**src/rtl/rv_check_pkg.sv**
```systemverilog
`timescale 1ns/1ps
package rv_check_pkg;
  typedef enum logic [1:0] {
    OUT_PROCEED = 2'd0,
    OUT_RVEVENT = 2'd1,
    OUT_TIMEOUT = 2'd2
  } outcome_e;

  typedef struct packed {
    logic     doGrant;
    logic     doDone;
    logic     setRv;
    logic     setTmo;
    logic     setSd;
    logic     pdReq;
    outcome_e outcome;
  } strobe_t;
endpackage

```
**src/rtl/rv_check_ctrl.sv**
```systemverilog
`timescale 1ns/1ps
module rv_check_ctrl
  import rv_check_pkg::*;
#(
  parameter int NUM_RAILS      = 4,
  parameter int PU_SLOT_CYCLES = 20,
  parameter int PD_SLOT_CYCLES = 6,
  parameter int PD_SLOT_MULT   = 8,
  localparam int IDX_W  = (NUM_RAILS > 1) ? $clog2(NUM_RAILS) : 1,
  localparam int PU_LIM = PU_SLOT_CYCLES,
  localparam int PD_LIM = PD_SLOT_MULT * PD_SLOT_CYCLES,
  localparam int MAX_LIM = (PD_LIM > PU_LIM) ? PD_LIM : PU_LIM,
  localparam int CNT_W  = $clog2(MAX_LIM) + 1
) (
  input  logic                 clk,
  input  logic                 rstN,
  input  logic                 reqValid,
  input  logic [IDX_W-1:0]     reqRail,
  input  logic                 reqCmd,
  input  logic                 reqDown,
  input  logic                 bypassRv,
  input  logic [NUM_RAILS-1:0] residual,
  output logic                 reqReady,
  output logic [IDX_W-1:0]     railIdx,
  output strobe_t              strb
);
  typedef enum logic {ST_IDLE, ST_CHECK} state_e;

  state_e           state;
  logic [IDX_W-1:0] railQ;
  logic             cmdQ, downQ, bypassQ, sawRes;
  logic [CNT_W-1:0] cnt;
  logic             sample, lastSample;

  assign reqReady = (state == ST_IDLE);
  assign railIdx  = railQ;
  assign sample   = residual[railQ];
  assign lastSample = downQ ? (cnt == CNT_W'(PD_LIM - 1))
                            : (cnt == CNT_W'(PU_LIM - 1));

  always_ff @(posedge clk or negedge rstN) begin
    if (!rstN) begin
      state   <= ST_IDLE;
      railQ   <= '0;
      cmdQ    <= 1'b0;
      downQ   <= 1'b0;
      bypassQ <= 1'b0;
      sawRes  <= 1'b0;
      cnt     <= '0;
    end else begin
      case (state)
        ST_IDLE: begin
          if (reqValid) begin
            state   <= ST_CHECK;
            railQ   <= reqRail;
            cmdQ    <= reqCmd;
            downQ   <= reqDown;
            bypassQ <= bypassRv;
            sawRes  <= 1'b0;
            cnt     <= '0;
          end
        end
        default: begin
          if (strb.doDone) begin
            state <= ST_IDLE;
          end else begin
            cnt    <= cnt + 1'b1;
            sawRes <= 1'b1;
          end
        end
      endcase
    end
  end

  always_comb begin
    strb = '0;
    strb.outcome = OUT_PROCEED;
    if (state == ST_CHECK) begin
      if (!sample) begin
        strb.doGrant = 1'b1;
        strb.doDone  = 1'b1;
        strb.outcome = sawRes ? OUT_RVEVENT : OUT_PROCEED;
      end else begin
        strb.setRv = cmdQ;
        if (lastSample) begin
          strb.doDone  = 1'b1;
          strb.outcome = OUT_TIMEOUT;
          if (cmdQ) begin
            strb.setTmo = 1'b1;
          end else if (bypassQ) begin
            strb.doGrant = 1'b1;
          end else begin
            strb.setTmo = 1'b1;
            strb.setSd  = 1'b1;
            strb.pdReq  = 1'b1;
          end
        end
      end
    end
  end

  assert_cnt_bound_up_R4: assert property (@(posedge clk) disable iff (!rstN)
    (state == ST_CHECK && !downQ) |-> (cnt < CNT_W'(PU_LIM)));
  assert_cnt_bound_down_R4: assert property (@(posedge clk) disable iff (!rstN)
    (state == ST_CHECK && downQ) |-> (cnt < CNT_W'(PD_LIM)));
  assert_rail_held_R9: assert property (@(posedge clk) disable iff (!rstN)
    (state == ST_CHECK && reqValid) |=> $stable(railQ));
  assert_cmd_no_sd_R7: assert property (@(posedge clk) disable iff (!rstN)
    (state == ST_CHECK && cmdQ) |-> !strb.pdReq);
endmodule

```
**src/rtl/rv_check_dp.sv**
```systemverilog
`timescale 1ns/1ps
module rv_check_dp
  import rv_check_pkg::*;
#(
  parameter int NUM_RAILS = 4,
  localparam int IDX_W = (NUM_RAILS > 1) ? $clog2(NUM_RAILS) : 1
) (
  input  logic                 clk,
  input  logic                 rstN,
  input  strobe_t              strb,
  input  logic [IDX_W-1:0]     railIdx,
  input  logic                 statusClr,
  input  logic                 maskRvInt,
  output logic                 grantValid,
  output logic [IDX_W-1:0]     grantRail,
  output logic                 doneValid,
  output logic [1:0]           doneOutcome,
  output logic                 shutdownReq,
  output logic [NUM_RAILS-1:0] rvFlag,
  output logic [NUM_RAILS-1:0] rvSdFlag,
  output logic                 timeoutFlag,
  output logic                 srcFlag,
  output logic                 intReq
);
  outcome_e outcomeQ;

  always_ff @(posedge clk or negedge rstN) begin
    if (!rstN) begin
      grantValid  <= 1'b0;
      grantRail   <= '0;
      doneValid   <= 1'b0;
      outcomeQ    <= OUT_PROCEED;
      shutdownReq <= 1'b0;
      timeoutFlag <= 1'b0;
      srcFlag     <= 1'b0;
    end else begin
      grantValid  <= strb.doGrant;
      doneValid   <= strb.doDone;
      shutdownReq <= strb.pdReq;
      if (strb.doGrant) grantRail <= railIdx;
      if (strb.doDone)  outcomeQ  <= strb.outcome;
      timeoutFlag <= strb.setTmo | (timeoutFlag & ~statusClr);
      srcFlag     <= strb.setSd  | (srcFlag & ~statusClr);
    end
  end

  for (genvar g = 0; g < NUM_RAILS; g++) begin : g_rail
    logic hit;
    assign hit = (railIdx == IDX_W'(g));
    always_ff @(posedge clk or negedge rstN) begin
      if (!rstN) begin
        rvFlag[g]   <= 1'b0;
        rvSdFlag[g] <= 1'b0;
      end else begin
        rvFlag[g]   <= (hit & strb.setRv) | (rvFlag[g]   & ~statusClr);
        rvSdFlag[g] <= (hit & strb.setSd) | (rvSdFlag[g] & ~statusClr);
      end
    end
  end

  assign doneOutcome = outcomeQ;
  assign intReq      = (|rvFlag) & ~maskRvInt;

  assert_grant_pulse_R11: assert property (@(posedge clk) disable iff (!rstN)
    grantValid |=> !grantValid);
  assert_done_pulse_R11: assert property (@(posedge clk) disable iff (!rstN)
    doneValid |=> !doneValid);
  assert_grant_has_done_R2: assert property (@(posedge clk) disable iff (!rstN)
    grantValid |-> doneValid);
  assert_shutdown_timeout_R5: assert property (@(posedge clk) disable iff (!rstN)
    shutdownReq |-> (doneValid && doneOutcome == 2'd2 && timeoutFlag && srcFlag && !grantValid));
  assert_sd_rise_R5: assert property (@(posedge clk) disable iff (!rstN)
    $rose(|rvSdFlag) |-> shutdownReq);
  assert_clear_R10: assert property (@(posedge clk) disable iff (!rstN)
    (statusClr && !strb.doDone) |=> (!timeoutFlag && !srcFlag));
endmodule

```
**src/rtl/rv_check_seq.sv**
```systemverilog
`timescale 1ns/1ps
module rv_check_seq
  import rv_check_pkg::*;
#(
  parameter int NUM_RAILS      = 4,
  parameter int PU_SLOT_CYCLES = 20,
  parameter int PD_SLOT_CYCLES = 6,
  parameter int PD_SLOT_MULT   = 8,
  localparam int IDX_W = (NUM_RAILS > 1) ? $clog2(NUM_RAILS) : 1
) (
  input  logic                 clk,
  input  logic                 rstN,
  input  logic                 reqValid,
  input  logic [IDX_W-1:0]     reqRail,
  input  logic                 reqCmd,
  input  logic                 reqDown,
  output logic                 reqReady,
  input  logic [NUM_RAILS-1:0] residual,
  input  logic                 bypassRv,
  input  logic                 maskRvInt,
  input  logic                 statusClr,
  output logic                 grantValid,
  output logic [IDX_W-1:0]     grantRail,
  output logic                 doneValid,
  output logic [1:0]           doneOutcome,
  output logic                 shutdownReq,
  output logic [NUM_RAILS-1:0] rvFlag,
  output logic [NUM_RAILS-1:0] rvSdFlag,
  output logic                 timeoutFlag,
  output logic                 srcFlag,
  output logic                 intReq
);
  strobe_t          strb;
  logic [IDX_W-1:0] railIdx;

  rv_check_ctrl #(
    .NUM_RAILS(NUM_RAILS), .PU_SLOT_CYCLES(PU_SLOT_CYCLES),
    .PD_SLOT_CYCLES(PD_SLOT_CYCLES), .PD_SLOT_MULT(PD_SLOT_MULT)
  ) u_ctrl (
    .clk(clk), .rstN(rstN), .reqValid(reqValid), .reqRail(reqRail),
    .reqCmd(reqCmd), .reqDown(reqDown), .bypassRv(bypassRv),
    .residual(residual), .reqReady(reqReady), .railIdx(railIdx), .strb(strb)
  );

  rv_check_dp #(.NUM_RAILS(NUM_RAILS)) u_dp (
    .clk(clk), .rstN(rstN), .strb(strb), .railIdx(railIdx),
    .statusClr(statusClr), .maskRvInt(maskRvInt),
    .grantValid(grantValid), .grantRail(grantRail), .doneValid(doneValid),
    .doneOutcome(doneOutcome), .shutdownReq(shutdownReq), .rvFlag(rvFlag),
    .rvSdFlag(rvSdFlag), .timeoutFlag(timeoutFlag), .srcFlag(srcFlag),
    .intReq(intReq)
  );
endmodule

```
**config.mk**
```make
export PLATFORM = sky130hd
export DESIGN_NAME = rv_check_seq
export DESIGN_NICKNAME = d
export VERILOG_FILES = /design/src/rtl/rv_check_pkg.sv /design/src/rtl/rv_check_ctrl.sv /design/src/rtl/rv_check_dp.sv /design/src/rtl/rv_check_seq.sv
export SDC_FILE = /design/constraint.sdc
export NUM_CORES = 1
export LEC_CHECK = 0
export ABC_AREA = 1
export ABC_CLOCK_PERIOD_IN_PS = 3200
export BUFFER_PORTS_ARGS = -buffer_cell sky130_fd_sc_hd__buf_2
export CAP_MARGIN = 40
export CORE_UTILIZATION = 40
export CTS_CLUSTER_SIZE = 20
export DETAILED_ROUTE_END_ITERATION = 6
export GPL_TIMING_DRIVEN = 0
export PLACE_DENSITY = 0.58
export RECOVER_POWER = 25
export SYNTH_ARGS = -nofsm -noshare
export SYNTH_HDL_FRONTEND = slang
export SYNTH_HIERARCHICAL = 1
export SYNTH_SLANG_ARGS = --single-unit
```
**constraint.sdc**
```tcl
create_clock -name clk -period 3.2 [get_ports clk]
set_input_delay 0.64 -clock clk [delete_from_list [all_inputs] [get_ports clk]]
set_output_delay 0.64 -clock clk [all_outputs]
set_load 0.1 [all_outputs]
```
==> results.tsv <==
stage	metric	value	unit
outcome	run_status	finished with violations	
outcome	violations	capacitance limit, slew limit	
die	start_util	0.430	
pwr	p_per_area	966	nW/µm²
global_routing	grt_max_degree	32	
layout	drive_gt1_frac	0.262	
place	pre_cts_ws	1.29	ns
worst_setup_path	critPathSlowestCell	buf_2	
worst_setup_path	cp_data_arrival_time	1.33	ns
run	drv_cap	1	
worst_setup_path	critPathTopFamily	buffers and inverters	
route	post_drt_wl_per_cell	11.1	µm
route	vias	1211	
timing	rsz0062_at_grt	false	
clocking	cts_tree	done	
worst_setup_path	start_kind	flop	
worst_setup_path	max_stage_delay	0.46	ns
die	row_count	21	
synth	netlist_instances	172	
timing	slew_viol_final	32	
layout	area.growth.synth_to_final	20.2	%
synth	ys_top_cells_by_area	dfrtp_1 (52%), nand2_1 (7.9%), nand3_1 (7.4%), inv_1 (6.3%), o21ai_0 (4.1%)	
worst_setup_path	crit_fanout	5	
clocking	hold_buffers	0	
route	postRouteAntennaNets	0	
clocking	clk_pin_slew	0.07	ns
timing	skew	0.0104	ns
timing	finalHoldViolations	0	
synth	synth_edf_count	0	
timing	setup_slack	1.23	ns
worst_setup_path	end_kind	output port	
layout	fin_area	1780	µm²
clocking	cts.sinks	31	
synth	syn_nets	187	
clocking	cts_inserted_buffers	5	
worst_setup_path	r2r_setup_slack	1.44	ns
place	hpwl	2.16	mm
synth	syn_area	1480	µm²
worst_setup_path	path_cells	inv_2 -> buf_2	
worst_setup_path	cp_num_buf_inv	2	
clocking	cts_htree_levels	2	
layout	diodes	0	
clocking	cts_setup_buffers	0	
global_routing	grt_pass1_wl	4.89	mm
timing	clock.fmax	508	MHz
place	place_area	1690	µm²
die	die_x	62.8	µm
synth	yosysTopAreaCell	dfrtp_1	
synth	yosysSeqAreaShare	0.525	
timing	fin_setup_tns	0	ns
route	drt_iter0_drc	39	
place	finalWeightedCongestion	0.895	
route	route.detailed.drc	0	
pwr	ir_worst_vdd	0.000348	V
global_routing	gr-total-overflow	0	
clocking	clk_latency	0.28	ns
worst_setup_path	critPathRequiredTime	2.56	ns
synth	synth.distinct_cells	25	
die	die_area	3940	µm²
timing	relSlewSlack	-0.0667	
layout	instances_no_fill	256	
place	numPortBuffers	31	
clocking	cts_resized	0	
worst_hold_path	hold_path.class	flop to flop	
timing	min_period_over_period	0.615	
clocking	root_buffer	clkbuf_8	
layout	nets	225	
timing	min_period	1.97	ns
pwr	power	1.72	mW
die	num_io_pins	33	
global_routing	antenna_found_initial	0	
synth	ys_ff_latch	31	
synth	yosys_warnings	6	
place	dp_cells	249	
global_routing	grt_usage	0.163	
die	die_h	62.8	µm
pwr	p_leak	0.925	nW
timing	tightest_slew	1.60	ns
worst_setup_path	critPathKind	flop to output port	
synth	ys.flop_type	dfrtp_1	
route	vias_per_cell	4.73	
synth	async_flop_share	1.00	
route	drt-pass1-iter-count	4	
clocking	clock_path_buffers	2	
route	postRouteWirelength	2.84	mm
synth	syn_area_per_cell	8.60	µm²
die	coreArea	3440	µm²
synth	netlist.area_leader.share	0.525	
global_routing	grt_pass1_vias	1168	
timing	finalSetupViolCount	0	
==> cells by family after synthesis <==
family	count (synthesis)	synth area share
fa+ha+maj	1	0.00846
xor+xnor	1	0.00592
compound gates	25	0.0956
simple gates	80	0.270
flops	31	0.525
buf+inv	34	0.0956
==> final cells by class <==
class | instances | area [µm²]
buffer | 4 | 28.8
clock buffer | 6 | 82.6
clock inverter | 1 | 5.00
fill | 333 | 1660
inverter | 30 | 113
multi-input combinational | 107 | 562
sequential | 31 | 776
tap | 46 | 57.6
timing repair buffer | 31 | 154
==> power by group <==
group	leakage, nW	total (mW)	switching (mW)	internal (mW)
clock network	0.0470	0.305	0.136	0.168
registers	0.410	0.569	0.0781	0.491
logic	0.467	0.843	0.677	0.167
total	0.925	1.72	0.891	0.826
==> cells in the final DEF, fill, tap and decap left out, types with 2 or more instances in the layout <==
cell type / n
o21ai_1: 6
nand2_1: 31
dfrtp_1: 31
buf_2: 32
nand2_4: 2
nand4_1: 2
clkbuf_8: 6
nor2_1: 14
nand3_1: 22
inv_1: 25
a21oi_1: 4
inv_2: 5
o21bai_1: 2
nand2_2: 3
o21ai_0: 12
==> state kept, by name, indices dropped and copies added, names as in the netlist, 2 cells and up <==
signal / count
u_dp/rvSdFlag: 4
u_ctrl/cnt: 7
u_dp/grantRail: 2
u_dp/rvFlag: 4
u_ctrl/railIdx: 2
u_dp/doneOutcome: 2
==> Yosys cell counts, types with 3 or more instances <==
cell type,n
inv_2,5
nor2_1,14
nand2_2,3
nand3_1,22
dfrtp_1,31
o21ai_1,6
a21oi_1,4
inv_1,25
nand2_1,31
o21ai_0,12
==> metrics by stage <==
stage	utilization	hold WS, ns
final	0.517	0.507
after floorplan	-	0.344
after global placement	0.491	0.494
after CTS	0.517	0.418
after global routing	0.517	0.524
after detailed placement	0.491	0.502
==> worst min-delay path: stages, from the launching register on <==
cell and delay, ns:
dfrtp_1 0.37, inv_1 0.06, o21ai_1 0.05
==> path summary, 6_finish.rpt <==
kind	startpoint	cells after the start	to
min in group asynchronous	rstN	1	u_dp/rvSdFlag[1]
max reg2reg	u_ctrl/railIdx[0]	12	u_dp/rvSdFlag[3]
min	u_dp/rvSdFlag[0]	2	u_dp/rvSdFlag[0]
max in group asynchronous	rstN	1	u_ctrl/downQ
max	u_ctrl/state	2	reqReady
min reg2reg	u_dp/rvSdFlag[0]	2	u_dp/rvSdFlag[0]
==> per-layer routing <==
layer  vias to the layer above  GRT usage  wire (µm)
met5                         -          0          0
met4                         0     0.0640         46
met3                         4     0.0602        138
met2                        28      0.277       1400
met1                       558      0.184       1260
li1                        621          -          -
(Power assumes the default switching activity.)
